===== src/rtl/cm_pkg.sv =====
package cm_pkg;
  typedef enum logic {
    SEQ_IDLE = 1'b0,
    SEQ_FILL = 1'b1
  } seq_st_e;
endpackage


===== src/rtl/cm_shift_cell.sv =====
module cm_shift_cell #(
  parameter int AW = 4,
  localparam int DEPTH = 1 << AW
) (
  input  logic          clk,
  input  logic          rst_n,
  input  logic          shift_en,
  input  logic          din,
  input  logic [AW-1:0] addr,
  output logic          dout
);
  logic [DEPTH-1:0] cell_q;
  logic [DEPTH-1:0] cell_d;

  always_comb begin
    cell_d = cell_q;
    if (shift_en) cell_d = {cell_q[DEPTH-2:0], din};
  end

  always_ff @(posedge clk or negedge rst_n) begin
    if (!rst_n) cell_q <= '0;
    else        cell_q <= cell_d;
  end

  assign dout = cell_q[addr];
endmodule


===== src/rtl/cm_pp_table.sv =====
module cm_pp_table #(
  parameter int AW = 4,
  parameter int PW = 12
) (
  input  logic          clk,
  input  logic          rst_n,
  input  logic          shift_en,
  input  logic [PW-1:0] entry,
  input  logic [AW-1:0] addr,
  output logic [PW-1:0] pp
);
  for (genvar b = 0; b < PW; b++) begin : g_bit
    cm_shift_cell #(.AW(AW)) u_cell (
      .clk      (clk),
      .rst_n    (rst_n),
      .shift_en (shift_en),
      .din      (entry[b]),
      .addr     (addr),
      .dout     (pp[b])
    );
  end
endmodule


===== src/rtl/cm_reload_seq.sv =====
module cm_reload_seq
  import cm_pkg::*;
#(
  parameter int CW = 8,
  parameter int AW = 4,
  localparam int PW = CW + AW
) (
  input  logic          clk,
  input  logic          rst_n,
  input  logic          start,
  input  logic [CW-1:0] coef,
  output logic          busy,
  output logic          shift_en,
  output logic [PW-1:0] entry
);
  seq_st_e       st_q, st_d;
  logic [AW-1:0] cnt_q, cnt_d;
  logic [PW-1:0] acc_q, acc_d;
  logic [CW-1:0] cf_q, cf_d;
  logic [PW-1:0] top_entry;

  // entry at the highest address: coef * (2**AW - 1)
  assign top_entry = {coef, {AW{1'b0}}} - PW'(coef);

  always_comb begin
    st_d  = st_q;
    cnt_d = cnt_q;
    acc_d = acc_q;
    cf_d  = cf_q;
    unique case (st_q)
      SEQ_IDLE: if (start) begin
        st_d  = SEQ_FILL;
        cnt_d = '1;
        acc_d = top_entry;
        cf_d  = coef;
      end
      SEQ_FILL: begin
        acc_d = acc_q - PW'(cf_q);
        cnt_d = cnt_q - 1'b1;
        if (cnt_q == '0) st_d = SEQ_IDLE;
      end
      default: st_d = SEQ_IDLE;
    endcase
  end

  always_ff @(posedge clk or negedge rst_n) begin
    if (!rst_n) begin
      st_q  <= SEQ_IDLE;
      cnt_q <= '0;
      acc_q <= '0;
      cf_q  <= '0;
    end else begin
      st_q  <= st_d;
      cnt_q <= cnt_d;
      acc_q <= acc_d;
      cf_q  <= cf_d;
    end
  end

  assign busy     = (st_q == SEQ_FILL);
  assign shift_en = busy;
  assign entry    = acc_q;
endmodule


===== src/rtl/coef_mult.sv =====
module coef_mult #(
  parameter int DW = 8,
  parameter int CW = 8,
  parameter int AW = 4,
  localparam int PW  = CW + AW,
  localparam int OW  = DW + CW,
  localparam int NSL = DW / AW
) (
  input  logic          clk,
  input  logic          rst_n,
  input  logic          coef_ld,
  input  logic [CW-1:0] coef_in,
  input  logic          smp_vld,
  input  logic [DW-1:0] smp,
  output logic          busy,
  output logic          res_vld,
  output logic [OW-1:0] res
);
  logic [1:0]    rst_pipe_q;
  logic          rst_int_n;
  logic          ld_go, take, shift_en;
  logic [PW-1:0] entry;
  logic [PW-1:0] pp [NSL];
  logic [OW-1:0] sum;
  logic          vld_d;
  logic [OW-1:0] res_d;

  always_ff @(posedge clk or negedge rst_n) begin
    if (!rst_n) rst_pipe_q <= '0;
    else        rst_pipe_q <= {rst_pipe_q[0], 1'b1};
  end
  assign rst_int_n = rst_pipe_q[1];

  assign ld_go = coef_ld && !busy;
  assign take  = smp_vld && !busy && !coef_ld;

  cm_reload_seq #(.CW(CW), .AW(AW)) u_seq (
    .clk      (clk),
    .rst_n    (rst_int_n),
    .start    (ld_go),
    .coef     (coef_in),
    .busy     (busy),
    .shift_en (shift_en),
    .entry    (entry)
  );

  for (genvar i = 0; i < NSL; i++) begin : g_tab
    cm_pp_table #(.AW(AW), .PW(PW)) u_tab (
      .clk      (clk),
      .rst_n    (rst_int_n),
      .shift_en (shift_en),
      .entry    (entry),
      .addr     (smp[i*AW +: AW]),
      .pp       (pp[i])
    );
  end

  always_comb begin
    sum = '0;
    for (int i = 0; i < NSL; i++) sum = sum + (OW'(pp[i]) << (i * AW));
  end

  always_comb begin
    vld_d = take;
    res_d = take ? sum : res;
  end

  always_ff @(posedge clk or negedge rst_int_n) begin
    if (!rst_int_n) begin
      res_vld <= 1'b0;
      res     <= '0;
    end else begin
      res_vld <= vld_d;
      res     <= res_d;
    end
  end
endmodule


===== config.mk =====
export PLATFORM = sky130hd
export DESIGN_NAME = coef_mult
export DESIGN_NICKNAME = d
export VERILOG_FILES = /design/src/rtl/cm_pkg.sv /design/src/rtl/cm_shift_cell.sv /design/src/rtl/cm_pp_table.sv /design/src/rtl/cm_reload_seq.sv /design/src/rtl/coef_mult.sv
export SDC_FILE = /design/constraint.sdc
export NUM_CORES = 1
export LEC_CHECK = 0
export ABC_AREA = 1
export ABC_CLOCK_PERIOD_IN_PS = 13600
export BUFFER_PORTS_ARGS = -buffer_cell sky130_fd_sc_hd__buf_2
export CAP_MARGIN = 20
export CELL_PAD_IN_SITES_DETAIL_PLACEMENT = 0
export CELL_PAD_IN_SITES_GLOBAL_PLACEMENT = 2
export CORE_UTILIZATION = 30
export DETAILED_ROUTE_END_ITERATION = 10
export HOLD_SLACK_MARGIN = 0.06
export PLACE_DENSITY_LB_ADDON = 0.3
export SLEW_MARGIN = 25
export SYNTH_ARGS = -nofsm -noshare
export SYNTH_HDL_FRONTEND = slang
export SYNTH_SLANG_ARGS = --single-unit
export TNS_END_PERCENT = 30

===== constraint.sdc =====
create_clock -name clk -period 13.6 [get_ports clk]
set_clock_uncertainty 0.1 [all_clocks]
set_input_delay 2.04 -clock clk [delete_from_list [all_inputs] [get_ports clk]]
set_output_delay 2.04 -clock clk [all_outputs]
set_load 0.01 [all_outputs]

; ---- Yosys cells after proc, flatten, opt, wreduce, memory -nomap -nowiden
; Index checks and enable logic that the tools add are counted.
[totals]
reg_bits = 428
latchBits = 0
ram_bits = 0
rom_bits = 0
elab_cells = 101
mem_count = 0
[op_classes]
add_sub_neg = 4
mul = 0
div = 0
order_cmp = 2
n_eq_ne = 1
shift = 0
mux = 55
n_bitwise = 1
n_reduce_logical = 7
[op_table]
columns = op, n
row1 = $bmux 1 s4, 24
row2 = $mux 1, 26
row3 = $pmux 12 s2, 1
row4 = $sub 12x8->12, 2
row5 = $add 12x16->16, 1
row6 = $mux 12, 1
row7 = $lt 4x5->1 const B, 2
row8 = $pmux 4 s2, 1
row9 = $logic_not 4->1, 1
row10 = $mux 4, 1
row11 = $sub 4x1->4 const B, 1
row12 = $logic_and 1x1->1, 3
row13 = $logic_not 1->1, 2
row14 = $ne 2x2->1 const B, 1
row15 = $pmux 1 s2, 1
row16 = $reduce_and 2->1, 1
row17 = $not 1->1, 1

; ---- Longest topological paths before layout
; Gate-level depths: netlist of the first run.
[depth]
depth_word = 4
mapped_depth = 22
ltp_nobuf = 18

; ---- Hierarchy
; From an unflattened synthesis of the first run, not the netlist that was laid out.
[unflattened]
hier_cells = 2980
hier_area_um2 = 22914.5
[by_module_without_submodules]
columns = mod, instances, cells_per_inst, area_per_inst_um2
row1 = cm_shift_cell, 24, 103, 815.8
row2 = cm_reload_seq, 1, 335, 2095.8
row3 = coef_mult, 1, 173, 1239.9

; ---- Worst setup path after synthesis of the first run
; Ideal clock, no wire load.
[synth_timing]
path_kind = input to register
from = in smp[4]
to = reg res[14]
setup_time_ns = 0.117
arrival_ns = 4.426
required_ns = 13.383
slack_ns = 8.956
path_stages = 19
cell_sequence = buf_6 -> buf_6 -> buf_6 -> buf_2 -> a21oi_1 -> o21ai_0 -> nand3_1 -> nand3_1 -> nand2_1 -> ha_1 -> inv_1 -> fa_1 -> nand3b_1 -> nand2_1 -> a31oi_1 -> o21ai_1 -> nand4_1 -> nand3_1 -> nand2_1
[synth_via]
elab_chain_cells = 3
[synth_lines]
columns = item, line
row1 = start: declaration, coef_mult.sv:14  ; input logic [DW-1:0] smp,
row2 = $bmux 1 s4, cm_shift_cell.sv:25  ; assign dout = cell_q[addr];
row3 = $mux 1 (implied by the code), cm_shift_cell.sv:25
row4 = $add 12x16->16 (*), coef_mult.sv:60  ; for (int i = 0; i < NSL; i++) sum = sum + (OW'(pp[i]) << (i * AW));
row5 = end signal: assignment, coef_mult.sv:74  ; res <= res_d;
row6 = end: declaration, coef_mult.sv:17  ; output logic [OW-1:0] res
; Mark *: on every way between the ends. The rest lies on a longest branch, timed or not. The select of a mux whose other input is x is not followed.
; A chain may end at the register's enable or synchronous reset.

; ---- Final worst setup path of the first run
[layout_timing]
from = in smp[1]
to = reg res[14]
; Same word-level chain as after synthesis.

==> results of run 1 <==
area by class of cell:
cell class / instances / area [um2]
fill: 4727 / 28500
clock inverter: 12 / 141
multi-input combinational: 1236 / 6040
tap: 585 / 732
clock buffer: 45 / 878
timing repair buffer: 60 / 368
sequential: 236 / 5910
inverter: 206 / 777
state kept, by name, indices dropped and copies added (netlist names):
signal and cells:
u_seq.entry 12, u_seq.busy 1, res 16, g_tab.u_tab.g_bit.u_cell.cell_q 192
u_seq.cnt_q 4, res_vld 1, rst_pipe_q 2, u_seq.cf_q 8
layout by cell type (no fill, tap or decap), types with 5 or more instances in the layout:
master	instances
dfrtp_1	234
o21ai_0	381
nand3_1	170
nor3_1	6
xor2_1	12
nor2_1	31
clkinv_2	8
inv_1	199
clkbuf_16	31
a21oi_1	189
o21ai_1	10
a31oi_1	12
nand2_1	363
buf_4	22
ha_1	23
clkbuf_1	9
clkbuf_8	5
buf_2	36
nand4_1	6
o211ai_1	5
how the worst max path moves through the flow:
stage | from | end | slack (ps) | cells past startpoint
after floorplan | rst_pipe_q[1] | g_tab[0].u_tab.g_bit[0].u_cell.cell_q[15] | 6440 | 0
after global placement | smp[4] | res[14] | 7880 | 18
after detailed placement | smp[4] | res[14] | 7860 | 17
after CTS | smp[1] | res[14] | 8470 | 18
after global routing | smp[1] | res[14] | 8170 | 18
final | smp[1] | res[14] | 8450 | 18
where the power goes:
group	internal [mW]	total [mW]	switching, mW
logic	0.451	1.29	0.842
registers	1.06	1.32	0.260
clock network	0.501	0.825	0.324
cell families (layout without fill, tap and decap cells):
kind of cell | count (synthesis) | count (layout) | share of synthesized area, %
AO/OA/AOI/OAI | 612 | 612 | 23.5
AND/OR/NAND/NOR | 583 | 583 | 18.4
buffers and inverters | 330 | 323 | 10.1
flip-flops | 236 | 236 | 44.4
adder cells (fa/ha/maj) | 25 | 25 | 2.47
XOR/XNOR | 15 | 15 | 0.988
other | 1 | 1 | 0.0282
stage by stage:
step / power [mW] / area [um2]
2_1_floorplan: 2.25 / 13300
3_3_place_gp: 2.62 / 13800
3_5_place_dp: 2.64 / 13800
4_1_cts: 3.48 / 14800
5_1_grt: 3.77 / 14900
6_report: 3.44 / 14900
per-layer routing:
| layer | vias to the layer above | track usage, % | wire length (um) | share of wire, % |
|---|---|---|---|---|
| li1 | 5944 | - | - | - |
| met1 | 5575 | 27.2 | 20800 | 50 |
| met2 | 219 | 29.0 | 17900 | 43 |
| met3 | 59 | 3.00 | 1740 | 4.2 |
| met4 | 0 | 4.19 | 874 | 2.1 |
| met5 | - | 0 | 0 | 0 |
critical path, stage by stage:
cell and delay, ps:
buf_2 70, buf_4 540, inv_2 490, buf_4 380, a21oi_1 140, o21ai_0 100, nand3_1 120, nand3_1 80
nand2_1 100, inv_1 60, fa_1 390, nand3b_1 200, nand2_1 110, a31oi_1 120, o21ai_1 250, nand4_1 120
nand3_1 100, nand2_1 50
==> results.cfg, run 1 <==
[status]
outcome = finished, final reports clean

[layout]
n_antenna_cell = 0
fin_cells = 2380
synthToLayoutAreaGrowth_pct = 11.7
nets = 1816
drive_gt1_share_pct = 6.74
final_core_util_pct = 34.3

[yosys]
synth_nets = 1847
synth_flop_cell = dfrtp_1
synth-seq-area-share_pct = 44.4
synth-edff-count = 0
synthArstFlopShare_pct = 100
synth.top_cells.by_area = dfrtp_1, o21ai_0, nand2_1
synth_top_area_cell = dfrtp_1
synth_cell_types = 37
ys_warn_count = 0
synthTopCellsByCount = o21ai_0, nand2_1, dfrtp_1
synth_most_common_cell = o21ai_0
avgSynthCellArea_um2 = 7.38
syn_area_mm2 = 0.0133
netlist_instances = 1802
synth_top_area_share_pct = 44.4
ys_ff_latch = 236

[global_routing]
grt_max_degree = 115
gr-total-overflow = 0
grt_pass1_vias = 11100
grt.total_usage_pct = 18.7
grt_pass1_wl_um = 65800
antenna_found_initial = 0

[sta]
max_freq_mhz = 194
slew_headroom_pct = 38.8
maxSlewViolCount = 0
setup_ws_ps = 8450
post-route-period-util_pct = 37.8
period_minus_slack_ps = 5150
tightest_slew_ps = 918
fin_hold_ws_ps = 245
hold_viol = 0
setup_viol = 0
final.setup.tns_ps = 0
rsz0062_at_grt = no

[floorplanning]
fp.dieArea_mm2 = 0.0452
dieHeight_um = 213
io_pins = 38
start_util_pct = 30.7
die_x_um = 213
rows = 76
core_area_mm2 = 0.0434

[route]
first_pass_iters = 5
drc_errors = 0
antenna_left = 0
drt_wl_total_um = 41300
vias_per_cell = 4.96
drtIter0Drc = 888
avgRoutedWirePerCell_um = 17.4
via_count = 11800

[place]
gp_congestion = 0.807
hpwl_um = 25400
pre_cts_slack_ps = 7860
io_buffers = 37
place_inst = 2323

[clock_tree]
cts_buffers = 31
root_buffer = clkbuf_16
clkSinkCount = 236
tritoncts = yes
postCtsSetupRepairBufs = 0
clkTransAtPathRegs_ps = 60
htree_levels = 1
clk_path_buf_depth = 3
ctsResizeCount = 0
worstSkewPairLatency_ps = 580
cts_hold_buf = 0

[worst_setup_path]
path_class = primary input to flip-flop
critical_path.max_fanout = 43
r2r_setup_slack_ps = 10610
start_kind = primary input
cp.arrival_ps = 5510
r2r_end = u_seq.entry[11]
required_ps = 13960
rr_startpoint = u_seq.busy
cp-end-kind = flip-flop
ff2ff_path_depth = 6

[hold_path]
hold_start = rst_pipe_q[0]
hold_path_class = flip-flop to flip-flop
holdPathStages = 0
holdPathEnd = rst_pipe_q[1]

[power_and_ir_drop]
powerDensity_mw_per_mm2 = 231
p_leak_nw = 6.97
irDropWorstVdd_mv = 0.165

[job]
maxCapViolations = 0
(Power assumes the default switching activity.)
==> run 2: changes to the inputs <==
--- a/config.mk
+++ b/config.mk
@@ -6,7 +6,7 @@
 export NUM_CORES = 1
 export LEC_CHECK = 0
 export ABC_AREA = 1
-export ABC_CLOCK_PERIOD_IN_PS = 13600
+export ABC_CLOCK_PERIOD_IN_PS = 4200
 export BUFFER_PORTS_ARGS = -buffer_cell sky130_fd_sc_hd__buf_2
 export CAP_MARGIN = 20
 export CELL_PAD_IN_SITES_DETAIL_PLACEMENT = 0
==> constraint.sdc (replaced) <==
create_clock -name clk -period 4.2 [get_ports clk]
set_clock_uncertainty 0.1 [all_clocks]
set_input_delay 0.63 -clock clk [delete_from_list [all_inputs] [get_ports clk]]
set_output_delay 0.63 -clock clk [all_outputs]
set_load 0.01 [all_outputs]
==> run 2 against run 1 <==
Net effect:
- sequential cell count unchanged
- first-iteration DRC count decreased by 0.90%
- setup slack got worse by 7200 ps
- combinational power increased to 3.3 times the previous value
- worst hold slack improved by 4.0 ps
- power increased to 3.2 times the previous value
- cell count increased by 0.13%
- largest cell class unchanged
- largest power group unchanged
==> results.cfg, run 2 (synthesis gave the netlist of run 1 again) <==
[status]
outcome = finished, final reports clean

[floorplanning]
die_x_um = 213
rows = 76
dieHeight_um = 213
io_pins = 38
fp.dieArea_mm2 = 0.0452
core_area_mm2 = 0.0434
start_util_pct = 30.7

[place]
hpwl_um = 26600
place_inst = 2335
io_buffers = 37
gp_congestion = 0.843

[sta]
max_freq_mhz = 336
period_minus_slack_ps = 2980
slew_headroom_pct = 34.0
setup_viol = 0
final.setup.tns_ps = 0
maxSlewViolCount = 0
tightest_slew_ps = 990
post-route-period-util_pct = 71.0
hold_viol = 0
rsz0062_at_grt = no

[clock_tree]
root_buffer = clkbuf_16
worstSkewPairLatency_ps = 570
htree_levels = 1
postCtsSetupRepairBufs = 0
clk_path_buf_depth = 3
tritoncts = yes
clkTransAtPathRegs_ps = 60
cts_buffers = 29
clkSinkCount = 236

[global_routing]
grt.total_usage_pct = 19.2
grt_pass1_wl_um = 67200
grt_max_degree = 258
grt_pass1_vias = 11400
antenna_found_initial = 0
gr-total-overflow = 0

[layout]
largest_register = g_tab.u_tab.g_bit.u_cell.cell_q
final_core_util_pct = 34.4
final_cell_mix = o21ai_0, nand2_1, dfrtp_1
n_fill_cell = 4736
fin_cells = 2383
n_antenna_cell = 0
drive_gt1_share_pct = 7.01
largest_reg_flops = 192
nets = 1827
synthToLayoutAreaGrowth_pct = 12.2
final_common_cell = o21ai_0

[route]
via_count = 11900
first_pass_iters = 5
drc_errors = 0
antenna_left = 0
vias_per_cell = 4.98
drtIter0Drc = 880
avgRoutedWirePerCell_um = 17.7
drt_wl_total_um = 42100

[worst_setup_path]
required_ps = 4610
critical_path.max_fanout = 17
start_kind = primary input
r2r_end = res[14]
ff2ff_path_depth = 17
cp.arrival_ps = 3390
r2r_setup_slack_ps = 1430
cp-end-kind = flip-flop
rr_startpoint = g_tab[1].u_tab.g_bit[0].u_cell.cell_q[10]
path_class = primary input to flip-flop

[power_and_ir_drop]
powerDensity_mw_per_mm2 = 728
irDropWorstVdd_mv = 0.568
p_leak_nw = 7.01

[hold_path]
holdPathStages = 0
holdPathEnd = rst_pipe_q[1]
hold_start = rst_pipe_q[0]
hold_path_class = flip-flop to flip-flop

[job]
maxCapViolations = 0
## run 2: changes by cell type in the layout (fill, tap and decap cells not counted), sizes merged
cell         delta
dlygate4sd3     +1
inv             -1
buf            +12
clkbuf          -4
clkinvlp        -1
clkinv          -2
bufinv          -2
## run 2: layout make-up
class,instances,area (um2),share of cell area (%)
Inverter,206,777,5.21
Clock buffer,41,831,5.57
Multi-Input combinational cell,1236,6040,40.5
Clock inverter,6,55.1,0.369
Tap cell,585,732,4.91
Timing Repair Buffer,73,564,3.78
Sequential cell,236,5910,39.6
## run 2: critical path, stage by stage
cell      delay, ps
buf_2           290
inv_2           240
a21oi_1         160
o21ai_0         100
nand3_1          80
nand3_1          80
nand2_1         110
ha_1            180
inv_1            60
fa_1            440
nand3b_1        190
nand2_1         100
a31oi_1         120
o21ai_1         250
nand3_1         110
nand2_1          70
nand3_1          60
nand2_1          70
## run 2: worst max-delay path by stage
stage | to | startpoint
after floorplan | g_tab[0].u_tab.g_bit[0].u_cell.cell_q[15] | rst_pipe_q[1]
after CTS | res[14] | smp[5]
final | res[14] | smp[5]
after global routing | res[14] | smp[5]
after detailed placement | res[14] | smp[5]
after global placement | res[14] | smp[5]
## run 2: per-stage QoR
| stage | cell area (um2) | power [mW] | hold slack (ps) | setup slack, ps |
|---|---|---|---|---|
| after CTS | 14900 | 11.0 | 253 | 1180 |
| after global placement | 14000 | 8.49 | 237 | 610 |
| after floorplan | 13300 | 7.29 | 231 | 223 |
| after detailed placement | 14000 | 8.54 | 240 | 582 |
| after global routing | 14900 | 11.9 | 266 | 920 |
| final | 14900 | 10.9 | 249 | 1220 |
## run 2: where the power goes
part           internal, mW  switching [mW]
Clock                  1.41           0.987
Sequential             3.43           0.830
Combinational          1.48            2.71
Total                  6.33            4.53
## run 2: timing repair
action,in CTS,in global routing
endpoints found under the setup margin,0,0
hold endpoints to repair,2,0
resized for setup,0,0
hold buffers,1,0
## run 2: metal layers
metal	wire [um]	GRT usage, %	vias to the layer above
met5	0	0	-
met4	700	4.34	0
met3	1810	2.10	55
met2	19200	31.4	251
met1	20400	27.1	5601
li1	-	-	5972
